### src/rtl/wsup_pkg.sv
package wsup_pkg;

  typedef enum logic [1:0] {
    PER_DELAY = 2'd0,
    PER_WORD  = 2'd1,
    PER_IDLE  = 2'd2,
    PER_SPARE = 2'd3
  } period_e;

  localparam int LANE_WCLK = 0;
  localparam int LANE_BCLK = 1;
  localparam int NUM_LANES = 2;

  localparam int FLAG_TMO  = 0;
  localparam int FLAG_WERR = 1;
  localparam int NUM_FLAGS = 2;

endpackage

### src/rtl/wsup_sync_edge.sv
module wsup_sync_edge #(
  parameter int STAGES = 2
) (
  input  logic clk,
  input  logic rst_n,
  input  logic d,
  output logic q,
  output logic q_prev
);

  logic [STAGES:0] chain;

  always_ff @(posedge clk) begin
    if (!rst_n) begin
      chain <= '0;
    end else begin
      chain <= {chain[STAGES-1:0], d};
    end
  end

  assign q      = chain[STAGES-1];
  assign q_prev = chain[STAGES];

endmodule

### src/rtl/wsup_timeout.sv
module wsup_timeout #(
  parameter int LIMIT = 65535,
  localparam int CW   = $clog2(LIMIT + 1)
) (
  input  logic          clk,
  input  logic          rst_n,
  input  logic          restart,
  output logic          hit,
  output logic [CW-1:0] count
);

  localparam logic [CW-1:0] MAXV = CW'(LIMIT);
  localparam logic [CW-1:0] PREV = CW'(LIMIT - 1);

  always_ff @(posedge clk) begin
    if (!rst_n) begin
      count <= '0;
    end else if (restart) begin
      count <= '0;
    end else if (count != MAXV) begin
      count <= count + 1'b1;
    end
  end

  // one pulse per window: only on the step into saturation
  assign hit = !restart && (count == PREV);

endmodule

### src/rtl/wsup_frame_check.sv
module wsup_frame_check
  import wsup_pkg::*;
#(
  parameter int CHAN_W  = 4,
  parameter int MIN_GAP = 4,
  localparam int GW     = $clog2(MIN_GAP + 1)
) (
  input  logic              clk,
  input  logic              rst_n,
  input  logic              dual_phase,
  input  logic [CHAN_W-1:0] num_chan,
  input  period_e           period,
  input  logic              wclk_rise,
  input  logic              wclk_fall,
  input  logic              bclk_rise,
  input  logic              rearm,
  output logic              err_set
);

  localparam logic [GW-1:0]     GAP_MAX  = GW'(MIN_GAP);
  localparam logic [CHAN_W-1:0] WORD_MAX = '1;

  period_e           period_q;
  logic [CHAN_W-1:0] words;
  logic [GW-1:0]     gap;
  logic              armed;
  logic              wclk_any;
  logic              word_done;
  logic              delay_hit;
  logic              gap_hit;
  logic              chan_hit;

  assign wclk_any  = wclk_rise | wclk_fall;
  assign word_done = (period_q == PER_WORD) && (period != PER_WORD);

  always_ff @(posedge clk) begin
    if (!rst_n) begin
      period_q <= PER_IDLE;
    end else begin
      period_q <= period;
    end
  end

  // bit-clock rising edges since the last frame-clock edge, saturating
  always_ff @(posedge clk) begin
    if (!rst_n || rearm) begin
      gap <= '0;
    end else if (wclk_any) begin
      gap <= '0;
    end else if (bclk_rise && gap != GAP_MAX) begin
      gap <= gap + 1'b1;
    end
  end

  // completed channel words since the last rising frame-clock edge
  always_ff @(posedge clk) begin
    if (!rst_n || rearm) begin
      words <= '0;
    end else if (wclk_rise) begin
      words <= '0;
    end else if (word_done && words != WORD_MAX) begin
      words <= words + 1'b1;
    end
  end

  always_ff @(posedge clk) begin
    if (!rst_n || rearm) begin
      armed <= 1'b0;
    end else if (dual_phase ? wclk_any : wclk_rise) begin
      armed <= 1'b1;
    end
  end

  assign delay_hit = wclk_any && (period == PER_DELAY);
  assign gap_hit   = armed && dual_phase && wclk_any && (gap < GAP_MAX);
  assign chan_hit  = armed && !dual_phase && wclk_rise && (words < num_chan);
  assign err_set   = delay_hit | gap_hit | chan_hit;

endmodule

### src/rtl/wsup_sticky.sv
module wsup_sticky (
  input  logic clk,
  input  logic rst_n,
  input  logic set,
  input  logic clr,
  output logic flag
);

  always_ff @(posedge clk) begin
    if (!rst_n) begin
      flag <= 1'b0;
    end else begin
      flag <= set | (flag & ~clr);
    end
  end

endmodule

### src/rtl/wclk_supervisor.sv
module wclk_supervisor
  import wsup_pkg::*;
#(
  parameter int TIMEOUT_CYCLES = 65535,
  parameter int CHAN_W         = 4,
  parameter int MIN_GAP        = 4,
  parameter int SYNC_STAGES    = 2
) (
  input  logic              clk,
  input  logic              rst_n,
  input  logic              bclk_in,
  input  logic              wclk_in,
  input  logic              dual_phase,
  input  logic [CHAN_W-1:0] num_chan,
  input  logic [1:0]        frame_period,
  input  logic              timeout_clr,
  input  logic              wclk_err_clr,
  output logic              timeout_flag,
  output logic              wclk_err_flag
);

  localparam int CW = $clog2(TIMEOUT_CYCLES + 1);

  logic [NUM_LANES-1:0] raw;
  logic [NUM_LANES-1:0] lvl;
  logic [NUM_LANES-1:0] lvl_prev;
  logic                 wclk_rise;
  logic                 wclk_fall;
  logic                 bclk_rise;
  logic                 to_hit;
  logic [CW-1:0]        to_count;
  logic                 err_set;
  logic [NUM_FLAGS-1:0] f_set;
  logic [NUM_FLAGS-1:0] f_clr;
  logic [NUM_FLAGS-1:0] f_q;

  assign raw[LANE_WCLK] = wclk_in;
  assign raw[LANE_BCLK] = bclk_in;

  for (genvar g = 0; g < NUM_LANES; g++) begin : g_lane
    wsup_sync_edge #(.STAGES(SYNC_STAGES)) u_sync (
      .clk    (clk),
      .rst_n  (rst_n),
      .d      (raw[g]),
      .q      (lvl[g]),
      .q_prev (lvl_prev[g])
    );
  end

  assign wclk_rise = lvl[LANE_WCLK] & ~lvl_prev[LANE_WCLK];
  assign wclk_fall = ~lvl[LANE_WCLK] & lvl_prev[LANE_WCLK];
  assign bclk_rise = lvl[LANE_BCLK] & ~lvl_prev[LANE_BCLK];

  wsup_timeout #(.LIMIT(TIMEOUT_CYCLES)) u_tmo (
    .clk     (clk),
    .rst_n   (rst_n),
    .restart (wclk_rise),
    .hit     (to_hit),
    .count   (to_count)
  );

  wsup_frame_check #(.CHAN_W(CHAN_W), .MIN_GAP(MIN_GAP)) u_chk_rules (
    .clk        (clk),
    .rst_n      (rst_n),
    .dual_phase (dual_phase),
    .num_chan   (num_chan),
    .period     (period_e'(frame_period)),
    .wclk_rise  (wclk_rise),
    .wclk_fall  (wclk_fall),
    .bclk_rise  (bclk_rise),
    .rearm      (wclk_err_clr),
    .err_set    (err_set)
  );

  assign f_set[FLAG_TMO]  = to_hit;
  assign f_clr[FLAG_TMO]  = timeout_clr;
  assign f_set[FLAG_WERR] = err_set;
  assign f_clr[FLAG_WERR] = wclk_err_clr;

  for (genvar f = 0; f < NUM_FLAGS; f++) begin : g_flag
    wsup_sticky u_flag (
      .clk   (clk),
      .rst_n (rst_n),
      .set   (f_set[f]),
      .clr   (f_clr[f]),
      .flag  (f_q[f])
    );
  end

  assign timeout_flag  = f_q[FLAG_TMO];
  assign wclk_err_flag = f_q[FLAG_WERR];

endmodule

### config.mk
export PLATFORM = sky130hd
export DESIGN_NAME = wclk_supervisor
export DESIGN_NICKNAME = d
export VERILOG_FILES = /design/src/rtl/wsup_pkg.sv /design/src/rtl/wsup_sync_edge.sv /design/src/rtl/wsup_timeout.sv /design/src/rtl/wsup_frame_check.sv /design/src/rtl/wsup_sticky.sv /design/src/rtl/wclk_supervisor.sv
export SDC_FILE = /design/constraint.sdc
export NUM_CORES = 1
export LEC_CHECK = 0
export CAP_MARGIN = 10
export CORE_MARGIN = 2
export CORE_UTILIZATION = 55
export DETAILED_ROUTE_END_ITERATION = 16
export DONT_BUFFER_PORTS = 1
export HOLD_SLACK_MARGIN = 0.03
export PLACE_DENSITY = 0.73
export SYNTH_ARGS = -nofsm -noshare
export SYNTH_HDL_FRONTEND = slang
export SYNTH_SLANG_ARGS = --single-unit
### constraint.sdc
create_clock -name clk -period 1.9 [get_ports clk]
set_clock_uncertainty 0.15 [all_clocks]
set_input_delay 0.475 -clock clk [delete_from_list [all_inputs] [get_ports clk]]
set_output_delay 0.475 -clock clk [all_outputs]
set_load 0.01 [all_outputs]
# After elaboration in Yosys (flattened, before gate mapping)
# Cells that the tools add are included.
[totals] regBits=34 inputBits=13
[op_classes] addsub=3 magnitude_cmp=2 eq_ne=6 mux=1 bitwise_logic=16 n_reduce_logical=19
[op_table] op="adder 16 x 1 -> 16 bit (second input constant)" count=1
[op_table] op="equality test 16 bit (second input constant)" count=1
[op_table] op="!= test 16 bit (second input constant)" count=1
[op_table] op="logical AND 1 bit" count=11
[op_table] op="NOT 1 bit" count=6
[op_table] op="OR reduction 2 bit" count=3
[op_table] op="AND 1 bit" count=5
[op_table] op="bitwise OR 1 bit" count=5
[op_table] op="adder 4 x 1 -> 4 bit (second input constant)" count=1
[op_table] op="less-than comparator 4 bit" count=1
[op_table] op="!= test 4 bit (second input constant)" count=1
[op_table] op="adder 3 x 1 -> 3 bit (second input constant)" count=1
[op_table] op="logical NOT 1 bit" count=3
[op_table] op="less-than comparator 3 bit (second input constant)" count=1
[op_table] op="!= test 3 bit (second input constant)" count=1
[op_table] op="equality test 2 x 1 -> 1 bit (second input constant)" count=1
[op_table] op="logical NOT 2 bit" count=1
[op_table] op="!= test 2 x 1 -> 1 bit (second input constant)" count=1
[op_table] op="logical OR 1 bit" count=1
[op_table] op="two-way mux 1 bit" count=1

# Longest topological paths before layout
[depth] word_depth=8 ltp_mapped=6 ltp_nobuf=6

# Hierarchy
# From an unflattened synthesis, not the netlist that was laid out.
[unflattened] cells_unflattened=178 area_unflattened_um2=1651.6
[by_module_without_submodules] mod="wsup_timeout" n_inst=1 cells_each=95 area_each_um2=833.3 seq_area_each_um2=320.3
[by_module_without_submodules] mod="wsup_frame_check" n_inst=1 cells_each=62 area_each_um2=556.8 seq_area_each_um2=200.2
[by_module_without_submodules] mod="wsup_sync_edge" n_inst=2 cells_each=6 area_each_um2=78.8 seq_area_each_um2=60.1
[by_module_without_submodules] mod="wsup_sticky" n_inst=2 cells_each=3 area_each_um2=41.3 seq_area_each_um2=20.0
[by_module_without_submodules] mod="wclk_supervisor" n_inst=1 cells_each=3 area_each_um2=21.3 seq_area_each_um2=0.0

# Worst setup path after synthesis
# No wires, ideal clock.
[synth_timing] kind="register -> register" startpoint="reg u_tmo.count[1]" endpoint="reg u_tmo.count[1]" arrival_ns=1.493 path_slack_ns=0.128 path_stages_with_launch=6 n_path_buf=0 synth_period_minus_slack_ns=1.772 path_cell_list="dfxtp_1 > ha_1 > nand3_2 > or4_4 > nor2_1 > a211oi_2"
[synth_via] elab_chain_cells=1 elab_cells_between_ends=2
[synth_rtl] item="start: declaration" line="wsup_timeout.sv:9" text="output logic [CW-1:0] count"
[synth_rtl] item="start signal: assignment" line="wsup_timeout.sv:21" text="count <= count + 1'b1;"
[synth_rtl] item="adder 16 x 1 -> 16 bit / != test 16 bit (equally long branches)" line="wsup_timeout.sv:21, wsup_timeout.sv:20"
# Parallel ways exist; a longest one is shown, timed or not.
# A chain may end at the register's enable or synchronous reset.

# Worst setup path after layout
[layout_timing] startpoint="reg u_tmo.count[0]" endpoint="reg u_tmo.count[1]"
# Same word-level chain as after synthesis.

==> out/results.ini <==
[floorplanning]
dieArea_sq_um = 3443
die-height_um = 58.68
start_util_pct = 58.61
ios = 15
core_sq_um = 2805
placementRows = 19
fp.dieW_um = 58.68

[routing]
routed_wl_um = 3001
post-route-drc-count = 0
via_per_inst = 6.056
wl_per_cell_um = 14.09
final_antenna_net_count = 0
vias = 1290
first_iter_violations = 38
drt-pass1-iter-count = 4

[clock_network]
cts.sinks = 34
htree_levels = 2
clock_latency_ns = 0.32
path_clk_slew_ns = 0.10
numCtsBuffers = 5
clockBufferDepth = 2
cts_tree = built
root_buffer = clkbuf_4

[cells_and_area]
drive_above_1_share_pct = 11.54
antennaDiodeCount = 0
n_fill_cell = 227
syn_to_final_growth_pct = 7.687
multi_input_area_sq_um = 915.9
layout.nets = 204
seq_area_sq_um = 680.7
final_core_util_pct = 63.11

[yosys]
synth_top_area_share_pct = 41.40
synth_edf_count = 0
synthTopCellsByCount = dfxtp_1 (34), inv_1 (14), nor2_1 (11)
syn_area_sq_um = 1644
synth_seq_cells = 34
syn_nets = 195
synthArstFlopShare_pct = 0
yosys-top-cells-area = dfxtp_1 (41%), ha_1 (6.8%), inv_1 (3.2%)
yosysMostFrequentCell = dfxtp_1
synth_largest_area_cell = dfxtp_1
yosysUniqueCellTypes = 45
syn_inst = 173
ys.warnings.count = 0
synth_seq_area_share_pct = 41.40
synthFlopType = dfxtp_1
synth.avg_cell_area_sq_um = 9.503

[grt]
grt_max_degree = 16
grt_usage_pct = 18.89
grt_antenna_before_repair = 0
grt_pass1_vias = 1257
grt.overflow.total = 0
grt_pass1_wl_um = 4947

[timing]
rsz0062_at_grt = false
setup_violations = 0
tightestPinTransition_ns = 0.4761
min_period_ns = 1.797
fmax_ghz = 0.5564
hold_viol_final = 0
relSlewSlack_pct = 67.44
setup_tns_ns = 0
slew_viol_final = 0
min_period_over_period_pct = 94.60

[pwr]
swShare_pct = 22.55
p_sw_uw = 261.3
leakagePower_uw = 0.0007008
comb_power_share_pct = 5.7
vdd_drop_max_uv = 415.7
power_frac_seq_pct = 63.6
p_per_area_nw_per_um2 = 654.7
clkPwrFrac_pct = 30.7
p_int_uw = 897.8

[critical_path]
worstSetupStartpointType = flip-flop
cpMaxStageDelayCell = or4_4
cp_max_fo = 5
crit_buf_inv = 0
crit_chain = ha_1, nand3_4, or4_4, a211oi_2
endpoint_kind = flip-flop
arrival_ns = 1.90
slowest_delay_ns = 0.59
crit_required_ns = 2.00
critPathKind = reg2reg
critical_path.top_delay_family = simple AND/OR/NAND/NOR gates

[placed_design]
gp_congestion = 0.8526
place_hpwl_um = 2187
port_buffers = 0

[run]
maxCapViolCount = 0

[status]
outcome = complete, no violations

[hold_path]
hold_class = in2reg

-- flip-flops by register name, summed over array words and instances (netlist names) --
signal                flops
u_chk_rules.gap           3
u_tmo.count              16
u_chk_rules.words         4
u_chk_rules.armed         1
g_flag.u_flag.flag        2
u_chk_rules.period_q      2
g_lane.u_sync.chain       6
-- routing by layer --
layer  up-vias  track usage (%)  wire, um  share of wire [%]
li1        656                -         -                  -
met1       604            21.08      1301                 43
met2        26            33.39      1563                 52
met3         4            6.154       106                3.5
met4         0            7.143        29               0.97
met5         -                0         0                  0
-- logic make-up (layout without fill, tap and decap cells) --
kind of cell / count (synthesis) / after routing / share of synthesized area (%)
AOI/OAI and AO/OA: 40 / 40 / 17.12
xor gates and xnor gates: 6 / 6 / 3.196
adders and majority gates: 9 / 9 / 6.849
buffers and inverters: 17 / 26 / 3.881
DFF: 34 / 34 / 41.40
muxes: 3 / 3 / 1.827
and+or+nand+nor: 64 / 64 / 25.72
-- timing repair --
action                                  4_1_cts  5_1_grt
endpoints found under the setup margin        0        2
buffers inserted                              0        0
gates resized for setup                       0        2
hold buffers                                  0        0
-- cell usage in the layout (no fill, tap or decap), types with 4 or more instances in the layout --
master,count
dfxtp_1,34
inv_1,14
nor2_1,11
a21oi_1,9
ha_1,9
and2_1,7
nand2_1,7
o21ai_0,7
nand3_1,6
xnor2_1,5
or3_1,5
clkbuf_4,5
buf_4,5
nand2b_1,4
nor3_1,4
-- power by group through the flow --
stage	sequential (uW)	clock [uW]	combinational (uW)
global route	739	399	75.7
detailed placement	753	0	66.3
CTS	737	377	66.2
floorplan	752	0	48.8
global placement	752	0	63.6
finish	737	356	66.5
-- final timing paths --
path,startpoint,end,slack [ns],depth (start not counted)
worst max-delay path,u_tmo.count[0],u_tmo.count[1],0.10,4
worst min-delay path,wclk_err_clr,u_chk_rules.words[2],0.07,1
worst max register to register,u_tmo.count[0],u_tmo.count[1],0.10,4
worst min register to register,g_lane[1].u_sync.chain[0],g_lane[1].u_sync.chain[1],0.30,1
-- metrics by stage --
step	hold slack, ns	instances	area [sq um]	worst slack, ns	total power (uW)
after floorplan	0.2619	173	1644	0.1282	800.8
after global placement	0.2688	206	1709	0.1677	815.7
after detailed placement	0.2809	206	1709	0.1159	819.6
after CTS	0.04070	213	1754	0.09311	1180
after global routing	0.03609	213	1770	0.03350	1213
final	0.06861	213	1770	0.1026	1159
-- cell type report --
type                            instances  area share [%]
Clock buffer                            7           2.544
Inverter                               14           2.968
Multi-Input combinational cell        122           51.73
Sequential cell                        34           38.45
Tap cell                               31           2.191
Timing Repair Buffer                    5           2.120
No activity file was read; power rests on OpenSTA's default activity.
